--- src/rtl/redial_pkg.sv ---
package redial_pkg;
    localparam int DIG_W = 4;
    localparam int BANKS = 2;
    localparam logic [DIG_W-1:0] NUMERIC_MAX = 4'd9;

    typedef enum logic [1:0] {
        ST_IDLE,
        ST_NOTE,
        ST_PLAY,
        ST_DONE
    } store_state_e;
endpackage

--- src/rtl/redial_bank.sv ---
module redial_bank
    import redial_pkg::*;
#(
    parameter int DEPTH  = 23,
    parameter int ADDR_W = $clog2(DEPTH)
) (
    input  logic              clk,
    input  logic              we,
    input  logic              wbank,
    input  logic [ADDR_W-1:0] waddr,
    input  logic [DIG_W-1:0]  wdata,
    input  logic              rbank,
    input  logic [ADDR_W-1:0] raddr,
    output logic [DIG_W-1:0]  rdata
);
    logic [DIG_W-1:0] bank_rd [BANKS];

    for (genvar b = 0; b < BANKS; b++) begin : g_bank
        logic [DIG_W-1:0] cells [DEPTH];

        always_ff @(posedge clk) begin
            if (we && (wbank == 1'(b))) begin
                cells[waddr] <= wdata;
            end
        end

        assign bank_rd[b] = cells[raddr];
    end

    assign rdata = bank_rd[rbank];
endmodule

--- src/rtl/redial_ptrs.sv ---
module redial_ptrs #(
    parameter int DEPTH  = 23,
    parameter int CNT_W  = $clog2(DEPTH + 1),
    parameter int ADDR_W = $clog2(DEPTH)
) (
    input  logic              clk,
    input  logic              rst_n,
    input  logic              wr_main,
    input  logic              wr_tmp,
    input  logic              num_clear,
    input  logic              note_begin,
    input  logic              note_commit,
    input  logic              rd_rewind,
    input  logic              rd_step,
    input  logic              brownout,
    output logic              main_full,
    output logic              tmp_full,
    output logic              main_empty,
    output logic              rd_at_end,
    output logic              inhibit,
    output logic              wr_bank,
    output logic [ADDR_W-1:0] wr_addr,
    output logic              rd_bank,
    output logic [ADDR_W-1:0] rd_addr
);
    localparam logic [CNT_W-1:0] CNT_MAX = CNT_W'(DEPTH);

    logic [CNT_W-1:0] main_cnt_q;
    logic [CNT_W-1:0] tmp_cnt_q;
    logic [CNT_W-1:0] rd_ptr_q;
    logic             main_sel_q;
    logic             inhibit_q;

    always_ff @(posedge clk or negedge rst_n) begin
        if (!rst_n) begin
            main_cnt_q <= '0;
            tmp_cnt_q  <= '0;
            rd_ptr_q   <= '0;
            main_sel_q <= 1'b0;
            inhibit_q  <= 1'b0;
        end else begin
            if (num_clear) begin
                main_cnt_q <= '0;
            end else if (note_commit) begin
                main_cnt_q <= tmp_cnt_q;
            end else if (wr_main) begin
                main_cnt_q <= main_cnt_q + 1'b1;
            end

            if (note_begin) begin
                tmp_cnt_q <= '0;
            end else if (wr_tmp) begin
                tmp_cnt_q <= tmp_cnt_q + 1'b1;
            end

            if (note_commit) begin
                main_sel_q <= ~main_sel_q;
            end

            if (rd_rewind) begin
                rd_ptr_q <= '0;
            end else if (rd_step) begin
                rd_ptr_q <= rd_ptr_q + 1'b1;
            end

            if (brownout) begin
                inhibit_q <= 1'b1;
            end else if (num_clear || note_commit) begin
                inhibit_q <= 1'b0;
            end
        end
    end

    assign main_full  = (main_cnt_q == CNT_MAX);
    assign tmp_full   = (tmp_cnt_q == CNT_MAX);
    assign main_empty = (main_cnt_q == '0);
    assign rd_at_end  = (rd_ptr_q == main_cnt_q);
    assign inhibit    = inhibit_q;
    assign wr_bank    = wr_tmp ? ~main_sel_q : main_sel_q;
    assign wr_addr    = wr_tmp ? tmp_cnt_q[ADDR_W-1:0] : main_cnt_q[ADDR_W-1:0];
    assign rd_bank    = main_sel_q;
    assign rd_addr    = rd_ptr_q[ADDR_W-1:0];

    // neither bank count ever passes the capacity
    p_cnt_bound_r3: assert property (@(posedge clk) disable iff (!rst_n)
        (main_cnt_q <= CNT_MAX) && (tmp_cnt_q <= CNT_MAX));

    // replay never reads past the end of the main number
    p_rd_bound_r2: assert property (@(posedge clk) disable iff (!rst_n)
        rd_ptr_q <= main_cnt_q);

    // a count at capacity does not grow
    p_no_overflow_r3: assert property (@(posedge clk) disable iff (!rst_n)
        (main_full && !num_clear && !note_commit) |=> main_full);
endmodule

--- src/rtl/redial_ctrl.sv ---
module redial_ctrl
    import redial_pkg::*;
(
    input  logic             clk,
    input  logic             rst_n,
    input  logic             standby_i,
    input  logic             flash_i,
    input  logic             new_num_i,
    input  logic             prog_i,
    input  logic             replay_req_i,
    input  logic             wr_en_i,
    input  logic [DIG_W-1:0] wr_digit_i,
    input  logic             pulse_mode_i,
    input  logic             dig_ready_i,
    input  logic             main_full,
    input  logic             tmp_full,
    input  logic             rd_at_end,
    input  logic             inhibit,
    input  logic [DIG_W-1:0] dig_i,
    output store_state_e     state_o,
    output logic             wr_main,
    output logic             wr_tmp,
    output logic             num_clear,
    output logic             note_begin,
    output logic             note_commit,
    output logic             rd_rewind,
    output logic             rd_step,
    output logic             dig_valid_o,
    output logic             done_o
);
    store_state_e state_q;
    store_state_e state_d;

    logic keys_ok;
    logic digit_ok;

    assign keys_ok  = !standby_i && !flash_i;
    assign digit_ok = wr_en_i && keys_ok && !new_num_i && !prog_i
                      && !(pulse_mode_i && (wr_digit_i > NUMERIC_MAX));

    always_ff @(posedge clk or negedge rst_n) begin
        if (!rst_n) begin
            state_q <= ST_IDLE;
        end else begin
            state_q <= state_d;
        end
    end

    always_comb begin
        state_d = state_q;
        if (!keys_ok) begin
            state_d = ST_IDLE;
        end else begin
            unique case (state_q)
                ST_IDLE: begin
                    if (prog_i) begin
                        state_d = ST_NOTE;
                    end else if (replay_req_i) begin
                        state_d = inhibit ? ST_DONE : ST_PLAY;
                    end
                end
                ST_NOTE: begin
                    if (prog_i) begin
                        state_d = ST_IDLE;
                    end
                end
                ST_PLAY: begin
                    if (rd_at_end) begin
                        state_d = ST_DONE;
                    end
                end
                ST_DONE: state_d = ST_IDLE;
            endcase
        end
    end

    always_comb begin
        wr_main     = 1'b0;
        wr_tmp      = 1'b0;
        num_clear   = 1'b0;
        note_begin  = 1'b0;
        note_commit = 1'b0;
        rd_rewind   = 1'b0;
        dig_valid_o = 1'b0;
        done_o      = 1'b0;
        unique case (state_q)
            ST_IDLE: begin
                wr_main    = digit_ok && !main_full;
                num_clear  = keys_ok && new_num_i && !prog_i;
                note_begin = keys_ok && prog_i;
                rd_rewind  = keys_ok && (replay_req_i || new_num_i) && !prog_i;
            end
            ST_NOTE: begin
                wr_tmp      = digit_ok && !tmp_full;
                note_commit = keys_ok && prog_i;
                rd_rewind   = keys_ok && prog_i;
            end
            ST_PLAY: begin
                dig_valid_o = !rd_at_end;
            end
            ST_DONE: begin
                done_o = 1'b1;
            end
        endcase
        if (flash_i && !standby_i) begin
            rd_rewind = 1'b1;
        end
    end

    assign rd_step = dig_valid_o && dig_ready_i && keys_ok;
    assign state_o = state_q;

    // end of replay is a single-cycle pulse
    p_done_single_r2: assert property (@(posedge clk) disable iff (!rst_n)
        done_o |=> !done_o);

    // an offered digit stays offered and unchanged until taken
    p_hold_r2: assert property (@(posedge clk) disable iff (!rst_n)
        (dig_valid_o && !dig_ready_i && keys_ok) |=> (dig_valid_o && $stable(dig_i)));

    // flash ends any replay
    p_flash_abort_r7: assert property (@(posedge clk) disable iff (!rst_n)
        (flash_i && !standby_i) |=> (!dig_valid_o && !done_o));

    // standby leaves the handshake quiet
    p_standby_quiet_r8: assert property (@(posedge clk) disable iff (!rst_n)
        standby_i |=> (!dig_valid_o && !done_o));

    // an inhibited request offers no digit
    p_inhibit_r9: assert property (@(posedge clk) disable iff (!rst_n)
        (state_q == ST_IDLE && replay_req_i && inhibit && keys_ok) |=> !dig_valid_o);

    // replay request during capture is ignored
    p_note_no_play_r10: assert property (@(posedge clk) disable iff (!rst_n)
        (state_q == ST_NOTE && replay_req_i) |=> !dig_valid_o);
endmodule

--- src/rtl/redial_store.sv ---
module redial_store
    import redial_pkg::*;
#(
    parameter int DEPTH = 23
) (
    input  logic             clk,
    input  logic             rst_n,
    input  logic             standby_i,
    input  logic             brownout_i,
    input  logic             pulse_mode_i,
    input  logic             wr_en_i,
    input  logic [DIG_W-1:0] wr_digit_i,
    input  logic             new_num_i,
    input  logic             prog_i,
    input  logic             replay_req_i,
    input  logic             flash_i,
    input  logic             dig_ready_i,
    output logic [DIG_W-1:0] dig_o,
    output logic             dig_valid_o,
    output logic             done_o,
    output logic             empty_o,
    output logic             full_o
);
    localparam int CNT_W  = $clog2(DEPTH + 1);
    localparam int ADDR_W = $clog2(DEPTH);

    store_state_e      state;
    logic              wr_main, wr_tmp, num_clear, note_begin, note_commit;
    logic              rd_rewind, rd_step;
    logic              main_full, tmp_full, main_empty, rd_at_end, inhibit;
    logic              wr_bank, rd_bank;
    logic [ADDR_W-1:0] wr_addr, rd_addr;

    redial_ctrl u_ctrl (
        .clk          (clk),
        .rst_n        (rst_n),
        .standby_i    (standby_i),
        .flash_i      (flash_i),
        .new_num_i    (new_num_i),
        .prog_i       (prog_i),
        .replay_req_i (replay_req_i),
        .wr_en_i      (wr_en_i),
        .wr_digit_i   (wr_digit_i),
        .pulse_mode_i (pulse_mode_i),
        .dig_ready_i  (dig_ready_i),
        .main_full    (main_full),
        .tmp_full     (tmp_full),
        .rd_at_end    (rd_at_end),
        .inhibit      (inhibit),
        .dig_i        (dig_o),
        .state_o      (state),
        .wr_main      (wr_main),
        .wr_tmp       (wr_tmp),
        .num_clear    (num_clear),
        .note_begin   (note_begin),
        .note_commit  (note_commit),
        .rd_rewind    (rd_rewind),
        .rd_step      (rd_step),
        .dig_valid_o  (dig_valid_o),
        .done_o       (done_o)
    );

    redial_ptrs #(
        .DEPTH  (DEPTH),
        .CNT_W  (CNT_W),
        .ADDR_W (ADDR_W)
    ) u_ptrs (
        .clk         (clk),
        .rst_n       (rst_n),
        .wr_main     (wr_main),
        .wr_tmp      (wr_tmp),
        .num_clear   (num_clear),
        .note_begin  (note_begin),
        .note_commit (note_commit),
        .rd_rewind   (rd_rewind),
        .rd_step     (rd_step),
        .brownout    (brownout_i),
        .main_full   (main_full),
        .tmp_full    (tmp_full),
        .main_empty  (main_empty),
        .rd_at_end   (rd_at_end),
        .inhibit     (inhibit),
        .wr_bank     (wr_bank),
        .wr_addr     (wr_addr),
        .rd_bank     (rd_bank),
        .rd_addr     (rd_addr)
    );

    redial_bank #(
        .DEPTH  (DEPTH),
        .ADDR_W (ADDR_W)
    ) u_bank (
        .clk   (clk),
        .we    (wr_main || wr_tmp),
        .wbank (wr_bank),
        .waddr (wr_addr),
        .wdata (wr_digit_i),
        .rbank (rd_bank),
        .raddr (rd_addr),
        .rdata (dig_o)
    );

    assign empty_o = main_empty;
    assign full_o  = (state == ST_NOTE) ? tmp_full : main_full;

    // a rejected pulse-mode key changes neither empty nor full
    p_pulse_reject_r4: assert property (@(posedge clk) disable iff (!rst_n)
        (wr_en_i && pulse_mode_i && (wr_digit_i > NUMERIC_MAX) && !new_num_i && !prog_i
         && !flash_i && !standby_i && !replay_req_i)
        |=> ($stable(empty_o) && $stable(full_o)));

    // a new number empties the main store
    p_new_empty_r5: assert property (@(posedge clk) disable iff (!rst_n)
        (state == ST_IDLE && new_num_i && !prog_i && !standby_i && !flash_i) |=> empty_o);

    // standby keeps the main count
    p_standby_keep_r8: assert property (@(posedge clk) disable iff (!rst_n)
        standby_i |=> $stable(empty_o));
endmodule

--- config.mk ---
export PLATFORM = sky130hd
export DESIGN_NAME = redial_store
export DESIGN_NICKNAME = d
export VERILOG_FILES = /design/src/rtl/redial_pkg.sv /design/src/rtl/redial_bank.sv /design/src/rtl/redial_ptrs.sv /design/src/rtl/redial_ctrl.sv /design/src/rtl/redial_store.sv
export SDC_FILE = /design/constraint.sdc
export NUM_CORES = 1
export LEC_CHECK = 0
export ABC_AREA = 1
export BUFFER_PORTS_ARGS = -buffer_cell sky130_fd_sc_hd__buf_2
export CAP_MARGIN = 15
export CORE_ASPECT_RATIO = 2
export CORE_MARGIN = 8
export CORE_UTILIZATION = 45
export CTS_BUF_LIST = sky130_fd_sc_hd__clkbuf_8
export DETAILED_ROUTE_END_ITERATION = 10
export GPL_ROUTABILITY_DRIVEN = 1
export PLACE_DENSITY = 0.58
export SETUP_SLACK_MARGIN = 0.15
export SLEW_MARGIN = 15
export SYNTH_ARGS = -nofsm -noshare
export SYNTH_HDL_FRONTEND = slang
export SYNTH_SLANG_ARGS = --single-unit
--- constraint.sdc ---
create_clock -name clk -period 5.76 [get_ports clk]
set_input_delay 0.864 -clock clk [delete_from_list [all_inputs] [get_ports clk]]
set_output_delay 0.864 -clock clk [all_outputs]
set_load 0.03 [all_outputs]
Yosys cells after proc, flatten, opt, wreduce, memory -nomap -nowiden
Memory sizes are Yosys's and may differ from the RTL's.
Index checks and enable logic that the tools add are counted.

word-level totals
  register bits after elaboration = 19
  memory bits (writable) = 184
  input bits = 15
  output and inout bits = 8
  word-level logic and storage cells = 96
  memories = 2

operators by class
  add/sub/neg operators = 3
  order comparisons = 2
  eq/ne operators = 9
  muxes and demuxes = 35
  bitwise logic cells = 3
  reductions and logical operators = 36

memory list
  memory                  depth  bits a word  rd ports  clocked after Yosys merged registers in  write ports  line               RTL
  u_bank.g_bank[0].cells  23     4            1         0                                        1            redial_bank.sv:19  logic [DIG_W-1:0] cells [DEPTH];
  u_bank.g_bank[1].cells  23     4            1         0                                        1            redial_bank.sv:19

operator list
  operator             count
  $mux 5               8
  $logic_and 1x1->1    18
  $mux 1               17
  $add 5x1->5 const B  3
  $mux 4               3
  $eq 5x5->1 const B   2
  $mux 2               5
  $logic_not 1->1      8
  $pmux 2 s4           1
  $reduce_bool 2->1    3
  $eq 5x5->1           1
  $logic_not 5->1      1
  $eq 2x2->1 const B   2
  $gt 4x4->1 const B   1
  $ne 4x4->1 const B   1
  $logic_or 1x1->1     3
  $ne 3x2->1 const B   1
  $ne 3x3->1 const B   1
  $reduce_and 3->1     1
  $reduce_bool 3->1    1
  $eq 2x1->1 const B   1
  $ge 2x2->1 const B   1
  $logic_not 2->1      1
  $not 1->1            2
  2 further kinds      2

Longest topological paths before layout
  depth in word-level cells = 13
  depth in mapped cells = 12
  mapped depth without buffers = 10

Cells and area by module
From an unflattened synthesis, not the netlist that was laid out.

second synthesis, totals
  cell total of the unflattened synthesis = 982
  area, all modules = 9421.5 µm²

by module, submodules not included
  module        instances  cells each  area each (µm²)  sequential area each (µm²)
  redial_bank   1          783         8054.0           5525.3
  redial_ptrs   1          143         1067.3           425.4
  redial_ctrl   1          50          274.0            50.0
  redial_store  1          6           26.3             0.0

Worst setup path after synthesis
OpenSTA, ideal clock, no wires.

  path type = register to output
  from = register u_ptrs.rd_ptr_q[0] (netlist: u_ptrs.rd_addr[0])
  to = output dig_o[0]
  data arrival time = 1551 ps
  required time = 4896 ps
  path slack = 3345 ps
  stages on the path, launching flop included = 10
  buffers on the path = 2
  path through = dfrtp_1 inv_2 buf_2 buf_1 nor2_1 o211ai_1 nand3_1 nand2_1 nand2_1 nand2_1

on the way
  word-level cells in the longest chain between the ends = 4
  elaborated cells between the ends (all ways) = 5
  classes of those cells = mux: 3; memory: 2

RTL lines
  item                                            line                RTL
  start, declared                                 redial_ptrs.sv:30   logic [CNT_W-1:0] rd_ptr_q;
  start signal, assigned                          redial_ptrs.sv:63   rd_ptr_q <= rd_ptr_q + 1'b1;
  $mem_v2 23x4                                    -
  $mux 4 (implied by the code) (*) (3 in series)  redial_bank.sv:30   assign rdata = bank_rd[rbank];
  end, declared                                   redial_store.sv:18  output logic [DIG_W-1:0] dig_o,

Every way passes the cells marked *; elsewhere a longest branch is shown, timed or not. The select of a mux whose other input is x is not followed.

Worst setup path in the final report
Same ends and word-level chain as after synthesis.

==> impl_metrics.json <==
{
  "status": "finished, final reports clean",
  "synth_cell_type_count": 38,
  "drc": 0,
  "worst_slew_pin_slew_ns": 0.983,
  "arrival_ns": 3.28,
  "crit_required_ns": 4.90,
  "grt_overflow": 0,
  "regArea_um2": 6000,
  "setup_ws_ns": 1.62,
  "netlist_instances": 878,
  "finalCriticalPeriod_ns": 4.14,
  "crit_path_top_delay_cell": "dfrtp_2",
  "cts.clk_slew.worst_paths_ns": 0.08,
  "cts_tree": "built",
  "startpoint_type": "register",
  "syn_area_um2": 9550,
  "worstSkewPairLatency_ns": 0.57,
  "fillers": 1922,
  "initial_core_util": 0.457,
  "worstPathBufferInverterCount": 2,
  "finalPower_uw": 3800,
  "yosys.area_share.simple": 0.231,
  "grt_max_degree": 58,
  "hp-class": "in -> async",
  "cts_resized": 0,
  "portBuffers": 22,
  "rows": 75,
  "grt_pass1_vias": 6791,
  "synth_seq_cells": 203,
  "cts.sinks": 203,
  "routedWlPerCell_um": 21.6,
  "post_cts_buffers": 0,
  "track_usage": 0.195,
  "dp_slack_ns": 2.17,
  "max-slew-margin-rel": 0.345,
  "multi_input_area_um2": 3120,
  "layout_commonest_cell": "edfxtp_1",
  "yosys_warnings": 0,
  "synth_adder_area_share": 0.00524,
  "synthXorXnorAreaFrac": 0.00550,
  "clock_path_buffers": 3,
  "ctsHoldBuffers": 0,
  "worst_path_most_repeated_cell": "nand2_1",
  "fin_util": 0.494,
  "rsz0062_at_grt": "false",
  "drive_gt1_frac": 0.165,
  "async_flop_share": 0.0936,
  "antenna_cells": 0,
  "clock_skew_ns": 0.0184,
  "antenna_left": 0,
  "dieWidth_um": 119,
  "synthFlopType": "edfxtp_1",
  "synth_top_family_by_area": "simple AND/OR/NAND/NOR gates",
  "maxSlewViolCount": 0,
  "end_kind": "output port",
  "numCtsBuffers": 28,
  "finalHoldViolCount": 0,
  "power_density_nw_per_um2": 368,
  "max_freq_ghz": 0.241,
  "vdd_drop_max_uv": 249,
  "grt_pass1_wl_um": 38800,
  "io_pins": 23,
  "die_h_um": 222,
  "finalCritPeriodShare": 0.719,
  "core_um2": 20900,
  "viasPerCell": 5.45,
  "cts_root_buf": "clkbuf_8",
  "drt_iter0_markers": 383,
  "synth_compound_area_frac": 0.0842,
  "synth_edf_count": 184,
  "wl_um": 25600,
  "critical_path.cell_chain": "buf_4 -> nor2_1 -> nor2_1 -> o21ai_0 -> nand2_1 -> nand2_1 -> nand2_1 -> nor2_1 -> nand2_1 -> nand2_1 -> nand2_1 -> buf_2",
  "antenna_found_initial": 0,
  "layout_common_cells": "edfxtp_1, nor2_1, nand2_1",
  "path_max_fanout": 56,
  "h-tree-depth": 1,
  "area_growth_pct": 8.20,
  "fin_nets": 913,
  "dpl.hpwl_um": 17300,
  "vias": 6451,
  "hold_slack_ns": 0.261,
  "critPathTopFamily": "simple AND/OR/NAND/NOR gates",
  "criticalPathCategory": "reg -> out",
  "ys_seq_area_frac": 0.628,
  "fin_setup_tns_ns": 0,
  "firstDrtPassIters": 5,
  "muxShareOfSynthArea": 0,
  "dieArea_um2": 26400,
  "gp_congestion": 0.844,
  "synth_nets": 897,
  "cp_slowest_stage_delay_ns": 0.83,
  "cap_viol_max_count": 0,
  "setup-violations-final": 0,
  "postSynthAreaPerCell_um2": 10.9,
  "cellLeakagePower_uw": 0.00373
}
==> layer usage <==
| layer | GRT usage | share of wire |
|---|---|---|
| met1 | 0.187 | 0.34 |
| met2 | 0.381 | 0.57 |
| met3 | 0.0224 | 0.028 |
| met4 | 0.117 | 0.056 |
| met5 | 0 | 0 |
==> flip-flops by register name (all words and copies together), names as in the netlist <==
name                 flops
u_ptrs.tmp_cnt_q         5
u_ptrs.rd_bank           1
u_ctrl.state_o           2
u_ptrs.main_cnt_q        5
u_bank.g_bank.cells    184
u_ptrs.rd_addr           5
u_ptrs.inhibit           1
==> stage by stage <==
step           instance area, um2  instances
4_1_cts                     10300       1184
6_report                    10300       1184
3_5_place_dp                 9820       1133
5_1_grt                     10300       1184
3_3_place_gp                 9820       1133
2_1_floorplan                9550        878
==> worst reg2reg max path, stage by stage, from the launching register on <==
cell and delay [ns]:
dfrtp_1 0.49, ha_1 0.27, nand2_1 0.08, nor2_2 0.05, nor2_4 0.35, nand2_4 0.19, nand2_1 0.14, nand3_2 0.69
nor3_2 0.65
==> where the power goes <==
| part | internal, uW | total (uW) | switching [uW] |
|---|---|---|---|
| clock | 513 | 1040 | 528 |
| sequential | 1640 | 1720 | 88.2 |
| combinational | 249 | 1040 | 787 |
==> cell usage after synthesis, types with 13 or more instances <==
| master | number | area share |
|---|---|---|
| dfrtp_1 | 19 | 0.050 |
| o211ai_1 | 16 | 0.013 |
| nor3_2 | 46 | 0.048 |
| nand2_2 | 13 | 0.0085 |
| nor2_1 | 148 | 0.058 |
| o21ai_0 | 91 | 0.048 |
| inv_1 | 43 | 0.017 |
| clkbuf_1 | 19 | 0.0075 |
| nand2_1 | 143 | 0.056 |
| edfxtp_1 | 184 | 0.58 |
| a21oi_1 | 21 | 0.011 |
| nand3_1 | 44 | 0.023 |
==> path summary, 6_finish.rpt <==
path / start / endpoint / slack [ns] / cells past startpoint
min in group clk: brownout_i / u_ptrs.inhibit / 0.50 / 2
max in group asynchronous: rst_n / u_ptrs.rd_addr[0] / 5.10 / 1
setup / recovery: u_ptrs.rd_addr[0] / dig_o[0] / 1.62 / 12
setup reg to reg: u_ptrs.tmp_cnt_q[1] / u_bank.g_bank[0].cells[1][1] / 2.51 / 8
hold / removal: rst_n / u_ptrs.main_cnt_q[4] / 0.26 / 1
hold reg to reg: u_ptrs.inhibit / u_ptrs.inhibit / 0.56 / 2
==> cell type report <==
| class | instances | share of cell area |
|---|---|---|
| sequential | 203 | 0.581 |
| multi-input combinational | 582 | 0.302 |
| tap | 269 | 0.0326 |
| clock inverter | 22 | 0.0115 |
| inverter | 50 | 0.0182 |
| timing repair buffer | 29 | 0.0169 |
| clock buffer | 29 | 0.0386 |
==> kinds of logic after synthesis <==
family | after synthesis
flops | 203
fa+ha+maj | 4
buf+inv | 93
simple gates | 425
xor+xnor | 6
compound gates | 147
No activity file was read; power rests on OpenSTA's default activity.
